[src/rtl/mcast_screen_pkg.sv]
package mcast_screen_pkg;

   // Field selector carried in the register index, just above the entry number
   typedef enum logic [1:0] {
      FLD_ADDR_LO = 2'd0,
      FLD_ADDR_HI = 2'd1,
      FLD_MASK_LO = 2'd2,
      FLD_MASK_HI = 2'd3
   } field_e;

endpackage

[src/rtl/mcast_cfg_regs.sv]
module mcast_cfg_regs
   import mcast_screen_pkg::*;
#(
   parameter int N_ENT  = 8,
   parameter int ADDR_W = 48,
   parameter int DATA_W = 32,
   localparam int ENT_W = $clog2(N_ENT),
   localparam int IDX_W = ENT_W + 3,
   localparam int HI_W  = ADDR_W - DATA_W
) (
   input  logic                           clk,
   input  logic                           rst_n,
   input  logic                           cfg_we,
   input  logic [IDX_W-1:0]               cfg_idx,
   input  logic [DATA_W-1:0]              cfg_wdata,
   input  logic [IDX_W-1:0]               rd_idx,
   output logic [DATA_W-1:0]              rd_data,
   output logic [N_ENT-1:0][ADDR_W-1:0]   ent_addr,
   output logic [N_ENT-1:0][ADDR_W-1:0]   ent_mask,
   output logic [N_ENT-1:0]               ent_en
);

   // Decode of the write index
   logic             wr_is_en;
   field_e           wr_fld;
   logic [ENT_W-1:0] wr_ent;

   assign wr_is_en = cfg_idx[IDX_W-1];
   assign wr_fld   = field_e'(cfg_idx[ENT_W+1:ENT_W]);
   assign wr_ent   = cfg_idx[ENT_W-1:0];

   // Per-entry storage
   for (genvar e = 0; e < N_ENT; e++) begin : g_ent
      logic sel;
      assign sel = cfg_we && !wr_is_en && (wr_ent == ENT_W'(e));

      always_ff @(posedge clk) begin
         if (!rst_n) begin
            ent_addr[e] <= '0;
            ent_mask[e] <= '0;
         end else if (sel) begin
            case (wr_fld)
               FLD_ADDR_LO: ent_addr[e][DATA_W-1:0]      <= cfg_wdata;
               FLD_ADDR_HI: ent_addr[e][ADDR_W-1:DATA_W] <= cfg_wdata[HI_W-1:0];
               FLD_MASK_LO: ent_mask[e][DATA_W-1:0]      <= cfg_wdata;
               FLD_MASK_HI: ent_mask[e][ADDR_W-1:DATA_W] <= cfg_wdata[HI_W-1:0];
               default: ;
            endcase
         end
      end
   end

   // Enable register
   always_ff @(posedge clk) begin
      if (!rst_n)
         ent_en <= '0;
      else if (cfg_we && wr_is_en)
         ent_en <= cfg_wdata[N_ENT-1:0];
   end

   // Combinational readback
   field_e           rd_fld;
   logic [ENT_W-1:0] rd_ent;

   assign rd_fld = field_e'(rd_idx[ENT_W+1:ENT_W]);
   assign rd_ent = rd_idx[ENT_W-1:0];

   always_comb begin
      rd_data = '0;
      if (rd_idx[IDX_W-1]) begin
         rd_data[N_ENT-1:0] = ent_en;
      end else begin
         for (int e = 0; e < N_ENT; e++) begin
            if (rd_ent == ENT_W'(e)) begin
               case (rd_fld)
                  FLD_ADDR_LO: rd_data             = ent_addr[e][DATA_W-1:0];
                  FLD_ADDR_HI: rd_data[HI_W-1:0]   = ent_addr[e][ADDR_W-1:DATA_W];
                  FLD_MASK_LO: rd_data             = ent_mask[e][DATA_W-1:0];
                  FLD_MASK_HI: rd_data[HI_W-1:0]   = ent_mask[e][ADDR_W-1:DATA_W];
                  default: ;
               endcase
            end
         end
      end
   end

endmodule

[src/rtl/mcast_entry_cmp.sv]
module mcast_entry_cmp #(
   parameter int ADDR_W = 48
) (
   input  logic              en,
   input  logic [ADDR_W-1:0] ref_addr,
   input  logic [ADDR_W-1:0] care_mask,
   input  logic [ADDR_W-1:0] da,
   output logic              hit
);

   logic [ADDR_W-1:0] diff;

   // Only bits marked in the mask may disagree to spoil a hit
   assign diff = (da ^ ref_addr) & care_mask;
   assign hit  = en && (diff == '0);

endmodule

[src/rtl/mcast_decide.sv]
module mcast_decide #(
   parameter int N_ENT = 8
) (
   input  logic             clk,
   input  logic             rst_n,
   input  logic             da_valid,
   input  logic             is_mcast,
   input  logic [N_ENT-1:0] hits,
   output logic             dec_valid,
   output logic             dec_accept
);

   logic keep;

   assign keep = !is_mcast || (|hits);

   always_ff @(posedge clk) begin
      if (!rst_n) begin
         dec_valid  <= 1'b0;
         dec_accept <= 1'b0;
      end else begin
         dec_valid  <= da_valid;
         dec_accept <= da_valid && keep;
      end
   end

endmodule

[src/rtl/mcast_addr_screen.sv]
module mcast_addr_screen #(
   parameter int N_ENT  = 8,
   parameter int ADDR_W = 48,
   parameter int DATA_W = 32,
   parameter int MC_BIT = 40,
   localparam int ENT_W = $clog2(N_ENT),
   localparam int IDX_W = ENT_W + 3
) (
   input  logic              clk,
   input  logic              rst_n,
   input  logic              cfg_we,
   input  logic [IDX_W-1:0]  cfg_idx,
   input  logic [DATA_W-1:0] cfg_wdata,
   input  logic [IDX_W-1:0]  rd_idx,
   output logic [DATA_W-1:0] rd_data,
   input  logic              da_valid,
   input  logic [ADDR_W-1:0] da,
   output logic              dec_valid,
   output logic              dec_accept
);

   // Elaboration-time parameter checks
   if (N_ENT < 2 || N_ENT > DATA_W) begin : g_bad_ent
      $error("N_ENT must lie between 2 and DATA_W");
   end
   if (ADDR_W <= DATA_W || ADDR_W > 2 * DATA_W) begin : g_bad_addr
      $error("ADDR_W must exceed DATA_W and fit in two data words");
   end
   if (MC_BIT < 0 || MC_BIT >= ADDR_W) begin : g_bad_mc
      $error("MC_BIT must index a bit of the address");
   end

   logic [N_ENT-1:0][ADDR_W-1:0] ent_addr;
   logic [N_ENT-1:0][ADDR_W-1:0] ent_mask;
   logic [N_ENT-1:0]             entry_en;
   logic [N_ENT-1:0]             hit_vec;

   mcast_cfg_regs #(
      .N_ENT  (N_ENT),
      .ADDR_W (ADDR_W),
      .DATA_W (DATA_W)
   ) u_regs (
      .clk       (clk),
      .rst_n     (rst_n),
      .cfg_we    (cfg_we),
      .cfg_idx   (cfg_idx),
      .cfg_wdata (cfg_wdata),
      .rd_idx    (rd_idx),
      .rd_data   (rd_data),
      .ent_addr  (ent_addr),
      .ent_mask  (ent_mask),
      .ent_en    (entry_en)
   );

   for (genvar e = 0; e < N_ENT; e++) begin : g_cmp
      mcast_entry_cmp #(.ADDR_W(ADDR_W)) u_cmp (
         .en        (entry_en[e]),
         .ref_addr  (ent_addr[e]),
         .care_mask (ent_mask[e]),
         .da        (da),
         .hit       (hit_vec[e])
      );
   end

   mcast_decide #(.N_ENT(N_ENT)) u_dec (
      .clk        (clk),
      .rst_n      (rst_n),
      .da_valid   (da_valid),
      .is_mcast   (da[MC_BIT]),
      .hits       (hit_vec),
      .dec_valid  (dec_valid),
      .dec_accept (dec_accept)
   );

endmodule

[config.mk]
export PLATFORM = sky130hd
export DESIGN_NAME = mcast_addr_screen
export DESIGN_NICKNAME = d
export VERILOG_FILES = /design/src/rtl/mcast_screen_pkg.sv /design/src/rtl/mcast_cfg_regs.sv /design/src/rtl/mcast_entry_cmp.sv /design/src/rtl/mcast_decide.sv /design/src/rtl/mcast_addr_screen.sv
export SDC_FILE = /design/constraint.sdc
export NUM_CORES = 2
export LEC_CHECK = 0
export BUFFER_PORTS_ARGS = -buffer_cell sky130_fd_sc_hd__buf_4
export CAP_MARGIN = 30
export CELL_PAD_IN_SITES_DETAIL_PLACEMENT = 0
export CELL_PAD_IN_SITES_GLOBAL_PLACEMENT = 2
export CORE_UTILIZATION = 42
export DETAILED_ROUTE_END_ITERATION = 8
export MAX_ROUTING_LAYER = met4
export PLACE_DENSITY = 0.89
export SLEW_MARGIN = 20
export SYNTH_ARGS = -nofsm -noshare
export SYNTH_HDL_FRONTEND = slang
export SYNTH_SLANG_ARGS = --single-unit
[constraint.sdc]
create_clock -name clk -period 3.9 [get_ports clk]
set_clock_uncertainty 0.05 [all_clocks]
set_input_delay 0.585 -clock clk [delete_from_list [all_inputs] [get_ports clk]]
set_output_delay 0.585 -clock clk [all_outputs]
set_load 0.05 [all_outputs]
==> qor.yml <==
status: "complete, no violations"
worstPathArrival_ns: 3.13
gr-total-overflow: 0
holdPathEnd: "u_dec.dec_valid"
power.leakage_nw: 16.4
synthMuxAreaShare: 0.101
layout.nets: 4875
p_comb_frac: 0.094
cts_made_buffers: 91
syn_inst: 4843
r2r_cells: 7
post-route-period-util: 0.965
power_density_nw_per_um2: 409
startpoint: "rd_idx[1]"
cts-root-buf: "clkbuf_16"
wl_mm: 197
drtPass1Iterations: 8
synth-edff-count: 0
first_iter_violations: 5853
final_cells: 6131
antenna_found_initial: 7
min_delay_path_depth: 2
die_height_um: 314
fp.dieArea_um2: 98900
synth_commonest_cells: "1636 x nand2_1, 778 x dfxtp_1, 622 x a21boi_0"
avgSynthCellArea_um2: 8.47
area_growth_pct: 12.5
worstReg2RegEnd: "u_dec.dec_accept"
ys.flop_type: "dfxtp_1"
drc: 0
ant_nets: 0
slew_headroom: 0.346
grtUsageMet3: 0.132
htree_levels: 3
hpwl_mm: 137
clock_sinks: 778
post-cts-setup-buffers: 0
p_sw_frac: 0.264
clockBufferDepth: 3
syn-cell-area_um2: 41000
internal-power_w: 0.0139
ys_types: 57
grt_use_met2: 0.547
synth_compound_area_frac: 0.206
setup_slack_ns: 0.138
crit_path_max_fanout: 15
dp_cells: 5962
period_needed_ns: 3.76
worstSetupPathType: "in -> out"
dieWidth_um: 314
setup_violations: 0
timing.final.hold_violations: 0
synth_area_leaders: "dfxtp_1 38%, nand2_1 15%, a21boi_0 11%"
synth_fp_nets: 4939
portBuffers: 129
p_switching_w: 0.00498
ys_ff_latch: 778
pwr-share-seq: 0.426
synthAdderAreaFrac: 0
yosysTopAreaCell: "dfxtp_1"
end_kind: "output pin"
grt_max_degree: 145
ir_worst_vdd_v: 0.000417
yosys_warnings: 0
setup_tns_ns: 0
initial_core_util: 0.424
grt_use_met1: 0.544
drive_gt1_frac: 0.124
vias: 37700
grt_busiest_layer: "met2"
power.total_w: 0.0189
grt_pass1_vias: 33900
grt_usage: 0.404
worst_slew_pin_slew_ns: 0.978
synthArstFlopShare: 0
rows: 114
gp_congestion: 1.04
routedWlPerCell_um: 32.2
crit_path_start_kind: "input port"
io_pins: 130
ff2ff_setup_slack_ns: 0.90
fmax_mhz: 266
cts_tree: "yes"
worstPathRequired_ns: 3.26
synth_top_family_by_area: "compound AO/OA/AOI/OAI gates"
cap_violations: 0
avgViaCountPerCell: 6.14
min-delay-start: "da_valid"
r2r-start: "u_regs.ent_addr[31]"
ys_seq_area_frac: 0.380
grt_pass1_wl_mm: 274
drv_slew: 0
synth-simple-area-share: 0.181
place_ws_ns: 0.0971
synth_most_common_cell: "nand2_1"
grt_setup_unrepaired: "no"
core_area_um2: 96700
insertion_delay_ns: 0.67
clk_pin_slew_ns: 0.06
synth-xor-area-share: 0.0820
clkPwrFrac: 0.480
synth_top_area_share: 0.380
hold_path_class: "in -> reg"
[metal layers]
| metal | wire (µm) | part of all wire |
|---|---|---|
| met2 | 80000 | 0.41 |
| met1 | 80400 | 0.41 |
| met3 | 26700 | 0.14 |
| met4 | 10300 | 0.052 |
| met5 | 0 | 0 |
[cells in the final DEF (no fill, tap or decap), types with 6 or more instances in the layout]
master and n:
a21oi_1 29, nor2_2 9, a21boi_1 154, o221ai_1 6, a221oi_1 19, mux4_2 132, a22o_1 6, buf_12 20
a211oi_1 18, dfxtp_1 778, o22ai_1 18, mux2i_1 115, bufinv_16 10, nand3_1 14, o21ai_0 26, clkinv_2 17
nand2_1 1636, clkbuf_1 15, buf_4 259, a21boi_0 622, a222oi_1 8, nor3_1 11, nor3_4 6, nor2b_1 21
nand4_1 49, nor2_1 55, nor2_4 10, o211ai_1 16, a311oi_1 7, clkbuf_16 93, clkbuf_8 19, a22oi_1 199
xor2_1 384
[worst max path at each step]
| stage | to | slack, ns | cells after the start |
|---|---|---|---|
| CTS | rd_data[2] | 0.07 | 8 |
| floorplan | rd_data[11] | 0.39 | 7 |
| global placement | rd_data[2] | 0.05 | 8 |
| finish | rd_data[18] | 0.14 | 8 |
| detailed placement | rd_data[2] | 0.1 | 8 |
| global route | rd_data[18] | 0.06 | 11 |
[logic make-up after synthesis]
kind of cell,after synthesis
compound gates,1140
flops,778
buf+inv,444
mux,248
xor+xnor,384
simple gates,1849
[power by group through the flow]
stage	sequential, W	combinational, W	clock [W]
after floorplan	0.00819	0.000951	0
after CTS	0.00803	0.00171	0.00911
after global placement	0.00821	0.00171	0
after detailed placement	0.00821	0.00171	0
final	0.00803	0.00178	0.00906
after global routing	0.00803	0.00179	0.00942
[final cells by class]
| cell class | count | area [µm²] |
|---|---|---|
| Clock buffer | 127 | 2650 |
| Multi-Input combinational cell | 3621 | 23500 |
| Sequential cell | 778 | 15600 |
| Inverter | 5 | 18.8 |
| Timing Repair Buffer | 282 | 2390 |
| Antenna cell | 5 | 12.5 |
| Tap cell | 1276 | 1600 |
| Clock inverter | 37 | 467 |
| Fill cell | 9248 | 50600 |
[metrics by stage]
| step | util | area, µm² | hold WS (ns) |
|---|---|---|---|
| after floorplan | - | 41000 | 0.393 |
| after global placement | 0.445 | 43000 | 0.401 |
| after detailed placement | 0.445 | 43000 | 0.410 |
| after CTS | 0.477 | 46100 | 0.0867 |
| after global routing | 0.477 | 46100 | 0.108 |
| final | 0.477 | 46200 | 0.108 |
[what timing repair did]
item | CTS | global route
hold buffers | 0 | 0
gates resized for setup | 0 | 1
hold endpoints to repair | 0 | 0
setup endpoints to repair | 0 | 1
[critical path, stage by stage]
cell      delay [ns]
buf_4           0.26
inv_1           0.29
and3_1          0.36
buf_4           0.25
a221oi_1        0.75
a21oi_1         0.24
nor2_1          0.15
buf_4           0.22
[registers in the layout, summed over array words and instances (netlist names)]
name	flops
u_regs.ent_mask	384
u_dec.dec_valid	1
u_regs.ent_en	8
u_regs.ent_addr	384
u_dec.dec_accept	1
Power figures use the tool's default switching activity.
